--- src/rtl/divn_pkg.sv ---
package divn_pkg;
    localparam int DIGIT_W = 4;

    typedef enum logic [1:0] {
        ST_PRESET = 2'd0,
        ST_ARM    = 2'd1,
        ST_COUNT  = 2'd2
    } dv_state_e;

    typedef struct packed {
        logic [DIGIT_W-1:0] first_max;
        logic [DIGIT_W-1:0] first_jam;
        logic [DIGIT_W-1:0] last_max;
        logic [DIGIT_W-1:0] last_jam;
    } dv_split_t;
endpackage

--- src/rtl/divn_mode_split.sv ---
module divn_mode_split
    import divn_pkg::*;
(
    input  logic               sel_a,
    input  logic               sel_b,
    input  logic               sel_c,
    input  logic [DIGIT_W-1:0] low_jam,
    output dv_split_t          split
);
    always_comb begin
        split = '0;
        case ({sel_a, sel_b, sel_c})
            3'b111: begin
                split.first_max = 4'd1;
                split.first_jam = {3'b000, low_jam[0]};
                split.last_max  = 4'd7;
                split.last_jam  = {1'b0, low_jam[3:1]};
            end
            3'b011: begin
                split.first_max = 4'd3;
                split.first_jam = {2'b00, low_jam[1:0]};
                split.last_max  = 4'd3;
                split.last_jam  = {2'b00, low_jam[3:2]};
            end
            3'b101: begin
                split.first_max = 4'd4;
                split.first_jam = (low_jam[2:0] > 3'd4) ? 4'd4 : {1'b0, low_jam[2:0]};
                split.last_max  = 4'd1;
                split.last_jam  = {3'b000, low_jam[3]};
            end
            3'b001: begin
                split.first_max = 4'd7;
                split.first_jam = {1'b0, low_jam[2:0]};
                split.last_max  = 4'd1;
                split.last_jam  = {3'b000, low_jam[3]};
            end
            default: begin
                split.first_max = 4'd9;
                split.first_jam = (low_jam > 4'd9) ? 4'd9 : low_jam;
                split.last_max  = 4'd0;
                split.last_jam  = 4'd0;
            end
        endcase
    end
endmodule

--- src/rtl/divn_digit.sv ---
module divn_digit #(
    parameter int W = 4
) (
    input  logic         clk,
    input  logic         rst_n,
    input  logic         load,
    input  logic [W-1:0] load_val,
    input  logic         dec,
    input  logic [W-1:0] wrap_val,
    output logic [W-1:0] val,
    output logic         zero
);
    assign zero = (val == '0);

    always_ff @(posedge clk or negedge rst_n) begin
        if (!rst_n) begin
            val <= '0;
        end else if (load) begin
            val <= load_val;
        end else if (dec) begin
            val <= zero ? wrap_val : val - 1'b1;
        end
    end
endmodule

--- src/rtl/divn_counter.sv ---
module divn_counter
    import divn_pkg::*;
#(
    parameter int DECADES = 3,
    localparam int JAM_W  = DIGIT_W * (DECADES + 1)
) (
    input  logic             clk,
    input  logic             rst_n,
    input  logic             sel_a,
    input  logic             sel_b,
    input  logic             sel_c,
    input  logic             latch_en,
    input  logic [JAM_W-1:0] jam,
    output logic             q
);
    localparam logic [DIGIT_W-1:0] NINE = DIGIT_W'(9);

    dv_state_e state, state_nx;
    logic preset_req, load, step, pulse;
    dv_split_t split;
    logic [DIGIT_W-1:0] held_first_max, held_last_max;
    logic [DIGIT_W-1:0] first_val, last_val;
    logic first_zero, last_zero;
    logic [DECADES-1:0][DIGIT_W-1:0] dec_val;
    logic [DECADES-1:0] dec_zero;
    logic [DECADES:0] borrow;
    logic upper_zero, above_one_zero, terminal, near_end;

    assign preset_req = !sel_b && !sel_c;

    divn_mode_split u_split (
        .sel_a  (sel_a),
        .sel_b  (sel_b),
        .sel_c  (sel_c),
        .low_jam(jam[DIGIT_W-1:0]),
        .split  (split)
    );

    always_ff @(posedge clk or negedge rst_n) begin
        if (!rst_n) begin
            held_first_max <= '0;
            held_last_max  <= '0;
        end else if (load) begin
            held_first_max <= split.first_max;
            held_last_max  <= split.last_max;
        end
    end

    divn_digit #(.W(DIGIT_W)) u_first (
        .clk(clk), .rst_n(rst_n), .load(load), .load_val(split.first_jam),
        .dec(step), .wrap_val(held_first_max), .val(first_val), .zero(first_zero)
    );
    assign borrow[0] = step && first_zero;

    for (genvar i = 0; i < DECADES; i++) begin : g_decade
        logic [DIGIT_W-1:0] raw;
        assign raw = jam[DIGIT_W*(i+1) +: DIGIT_W];
        divn_digit #(.W(DIGIT_W)) u_dec (
            .clk(clk), .rst_n(rst_n), .load(load),
            .load_val((raw > NINE) ? NINE : raw),
            .dec(borrow[i]), .wrap_val(NINE), .val(dec_val[i]), .zero(dec_zero[i])
        );
        assign borrow[i+1] = borrow[i] && dec_zero[i];
    end

    divn_digit #(.W(DIGIT_W)) u_last (
        .clk(clk), .rst_n(rst_n), .load(load), .load_val(split.last_jam),
        .dec(borrow[DECADES]), .wrap_val(held_last_max), .val(last_val), .zero(last_zero)
    );

    always_comb begin
        above_one_zero = last_zero;
        for (int i = 1; i < DECADES; i++) begin
            above_one_zero = above_one_zero && dec_zero[i];
        end
        upper_zero = above_one_zero && dec_zero[0];
        terminal   = upper_zero && (first_val <= DIGIT_W'(1));
        near_end   = (upper_zero && (first_val <= DIGIT_W'(2)))
                  || (above_one_zero && (dec_val[0] == DIGIT_W'(1))
                      && (held_first_max == DIGIT_W'(1)) && first_zero);
    end

    always_ff @(posedge clk or negedge rst_n) begin
        if (!rst_n) state <= ST_PRESET;
        else        state <= state_nx;
    end

    always_comb begin
        state_nx = state;
        load     = 1'b0;
        step     = 1'b0;
        pulse    = 1'b0;
        unique case (state)
            ST_PRESET: begin
                if (!preset_req) begin
                    state_nx = ST_ARM;
                    load     = 1'b1;
                end
            end
            ST_ARM: begin
                state_nx = preset_req ? ST_PRESET : ST_COUNT;
            end
            ST_COUNT: begin
                if (terminal) begin
                    pulse = 1'b1;
                    if (preset_req) state_nx = ST_PRESET;
                    else            load = 1'b1;
                end else if (preset_req && !near_end) begin
                    state_nx = ST_PRESET;
                end else begin
                    step = 1'b1;
                end
            end
            default: state_nx = ST_PRESET;
        endcase
    end

    always_ff @(posedge clk or negedge rst_n) begin
        if (!rst_n) q <= 1'b0;
        else        q <= pulse || (latch_en && q);
    end
endmodule

--- config.mk ---
export PLATFORM = sky130hd
export DESIGN_NAME = divn_counter
export DESIGN_NICKNAME = d
export VERILOG_FILES = /design/src/rtl/divn_pkg.sv /design/src/rtl/divn_mode_split.sv /design/src/rtl/divn_digit.sv /design/src/rtl/divn_counter.sv
export SDC_FILE = /design/constraint.sdc
export NUM_CORES = 1
export LEC_CHECK = 0
export BUFFER_PORTS_ARGS = -buffer_cell sky130_fd_sc_hd__clkbuf_2
export CAP_MARGIN = 20
export CORE_ASPECT_RATIO = 1.1
export CORE_MARGIN = 8
export CORE_UTILIZATION = 51
export CTS_CLUSTER_DIAMETER = 80
export DETAILED_ROUTE_END_ITERATION = 16
export PLACE_DENSITY = 0.83
export SYNTH_ARGS = -nofsm -noshare
export SYNTH_HDL_FRONTEND = slang
export SYNTH_SLANG_ARGS = --single-unit
--- constraint.sdc ---
create_clock -name clk -period 5.5 [get_ports clk]
set_input_delay 0.275 -clock clk [delete_from_list [all_inputs] [get_ports clk]]
set_output_delay 0.275 -clock clk [all_outputs]
set_load 0.005 [all_outputs]
==> metrics.md <==
| Metric | Value |
|---|---|
| Outcome | finished clean |
| CTS tree | built |
| Max Slew Vio Count | 0 |
| Aggregate global routing overflow | 0 |
| Core Area | between 4000 and 5000 um2 |
| Max-Cap Viols | 0 |
| Most numerous cell on the critical path | mux2_2 |
| Cells after DPL | approximately 320 |
| CP startpoint kind | flop |
| CP Class | reg2reg |
| Peak Freq | about 0.33 GHz |
| Commonest cells after routing, fill and taps aside | dfrtp_1, nand2_1, clkbuf_2 |
| FF-to-FF Start | g_decade[0].u_dec.val[1] |
| Pre-CTS WS | about 2.5 ns |
| WL final | 5140 um |
| Setup ws final | ~2.4 ns |
| Worst endpoint required time | 5.67 ns |
| Cell Chain, Critical Path | or4_4 -> or3_4 -> o21ai_1 -> buf_4 -> mux2_2 -> mux2_2 |
| Distinct cells, synth | 54 |
| DR WL/cell | ~16 um |
| Buffers on Ports | 22 |
| Final period util | a little under three fifths |
| Cts repair resizes | 0 |
| Largest net degree at the start of global routing | 31 |
| Die Y-Extent | around 84 um |
| Actual slew at the worst max-slew pin | between 0.9 and 1 ns |
| Synth Instances | 248 |
| CP max stage cell | or4_4 |
| RR Endpoint | g_decade[1].u_dec.val[1] |
| Worst hold slack | about 0.053 ns |
| Final hold vios | 0 |
| Non-filler cells in the finished layout | ~320 |
| FF+latch count, synth | 30 |
| Final setup vio count | 0 |
| CP arrival | approximately 3.2 ns |
| Hold/Removal Path Class | in2async |
| Area growth from synthesis to layout | 9.30% |
| Tot Pwr | 0.00123 W |
| Pleak | a little over 1 nW |
| CP max FO | 11 |
| Total track usage | ~16% |
| Die footprint | ~6600 um2 |
| Crit. Startpoint | g_decade[0].u_dec.val[1] |
| Critical Path Sink | g_decade[1].u_dec.val[1] |
| Starting Density | 51.7% |
| Clock Latency Late Sink | between 0.2 and 0.3 ns |
| Min Tclk post-route | roughly 3 ns |
| EDFF count, synth | 0 |
| CTS Buffer Depth | 2 |
| PwrDens | 521 nW/um2 |
| Root Buffer | clkbuf_8 |
| Cell Area, Synth | around 2200 um2 |
| Sequential fraction of the synthesis area | about 35% |
| CP peak stage delay | 0.58 ns |
| VDD IR max | between 200 and 250 uV |
| Drt via density | 6.17 |
| Via count | about 2000 |
| Fraction of registers with async set/reset | between 90% and 100% |
| YS warnings | 0 |
| Antenna diodes | 0 |
| Crit path capture type | flop |
| Net Count, Synth | 275 |
| Initial antenna violation count | 0 |
| I/O pin cnt | 23 |
| Routability cong. | about 0.96 |
| Fillcell total | 406 |
| RSZ-0062 raised after global routing | false |
| # DRC | 0 |
| CTS clk-pin slew, worst paths | approximately 0.060 ns |
| R2R Setup Slk | roughly 2.4 ns |
| Post-CTS setup buffers | 0 |
| Post-CTS Hold Fix Bufs | 0 |
| CTS sink cnt | 30 |
| Vias in the first global route | 1888 |
| Iter 0 DRT Violations | 220 |
| First-pass GRT wire length | roughly 8600 um |
| Worst r2r path cells | 6 |
| Final Skew | between 0.004 and 0.005 ns |
| First-pass DRT Iterations | 6 |
| Setup TNS | 0 ns |
| ANT nets after route | 0 |
| Rel. slew slack | just under 40% |
| Avg Cell Area, Syn | ~8.7 um2 |
| Share of cells above drive strength 1 | ~17% |
| Total CTS buffers | 5 |
| Cell Rows | 25 |
| Chip width | 78.1 um |
| Post-DP HPWL | about 3800 um |
| Nets | approximately 300 |
| Htree depth | 2 |
| Most common cell after layout, fill and taps aside | dfrtp_1 |
| Synth Flop Type | dfrtp_1 |
[cells by family (layout without fill, tap and decap cells)]
kind of cell             Yosys count  in the layout  synth area share (%)
AO/OA/AOI/OAI                     73             73                  23.7
XOR/XNOR                           1              1                 0.404
adder cells (fa/ha/maj)            5              5                  2.89
buffers and inverters             24             44                  5.72
flip-flops                        30             30                  34.7
multiplexers                      17             17                  8.32
AND/OR/NAND/NOR                   98             98                  24.3
[sequential cells by signal, summed over array words and instances, names as in the netlist]
signal and flops:
u_first.val 4, held_last_max 3, q 1, g_decade.u_dec.val 12, held_first_max 4, u_last.val 4, state 2
[routing by layer]
layer	vias up	GRT usage, %	wire length, um
met5	-	0	0
met4	0	6.07	87
met3	10	4.38	296
met2	77	24.7	2410
met1	940	20.2	2340
li1	960	-	-
[cell usage after synthesis, types with 3 or more instances]
master	count	area [um2]
o21bai_1	3	22.5
dfrtp_1	30	751
o21ai_0	14	70.1
nor2b_1	7	43.8
nor3_1	7	35.0
o2bb2ai_1	7	61.3
nor3b_1	3	22.5
nand4_1	4	25.0
buf_6	3	33.8
nand2b_1	8	50.1
nor2_1	20	75.1
o221ai_1	3	26.3
clkbuf_1	4	15.0
mux2_2	4	45.0
inv_1	11	41.3
a21oi_1	9	45.0
o211ai_1	3	22.5
nand2_1	28	105
buf_2	3	15.0
nand3_1	3	15.0
o22ai_1	7	43.8
a22oi_1	4	30.0
ha_1	5	62.6
nor4_1	6	37.5
mux2i_1	12	120
[layout make-up]
cell class,instances,area (um2),share of cell area (%)
Timing Repair Buffer,26,140,5.92
Multi-Input combinational cell,194,1290,54.5
Inverter,11,41.3,1.74
Sequential cell,30,751,31.7
Clock buffer,7,76.3,3.22
Tap cell,54,67.6,2.85
[power by group]
group	switching, W	leakage (nW)	internal (W)	total (W)
clock network	0.0000809	0.0383	0.0000869	0.000168
registers	0.000121	0.369	0.000319	0.000440
logic	0.000343	0.628	0.000282	0.000625
[critical path: cells and delay by family, from the launching register on]
family	cells	cell delay, ns
flops	1	0.46
simple gates	2	1.00
buf+inv	1	0.30
compound gates	1	0.58
mux	2	0.59
[through the flow]
stage               area (um2)  utilization (%)
floorplan                 2170                -
global placement          2290             54.7
detailed placement        2290             54.7
CTS                       2370             56.5
global route              2370             56.5
finish                    2370             56.5
[worst min-delay path by stage]
stage          slack, ns   from  depth (start not counted)                  endpoint
6_report            0.05  rst_n                          1            u_first.val[1]
5_1_grt             0.11  rst_n                          1            u_first.val[1]
4_1_cts             0.08  rst_n                          1            u_first.val[1]
3_5_place_dp        0.38  rst_n                          1            u_first.val[1]
3_3_place_gp        0.38  rst_n                          1         held_first_max[2]
2_1_floorplan      -0.02  rst_n                          0  g_decade[0].u_dec.val[0]
Power figures use the tool's default switching activity.
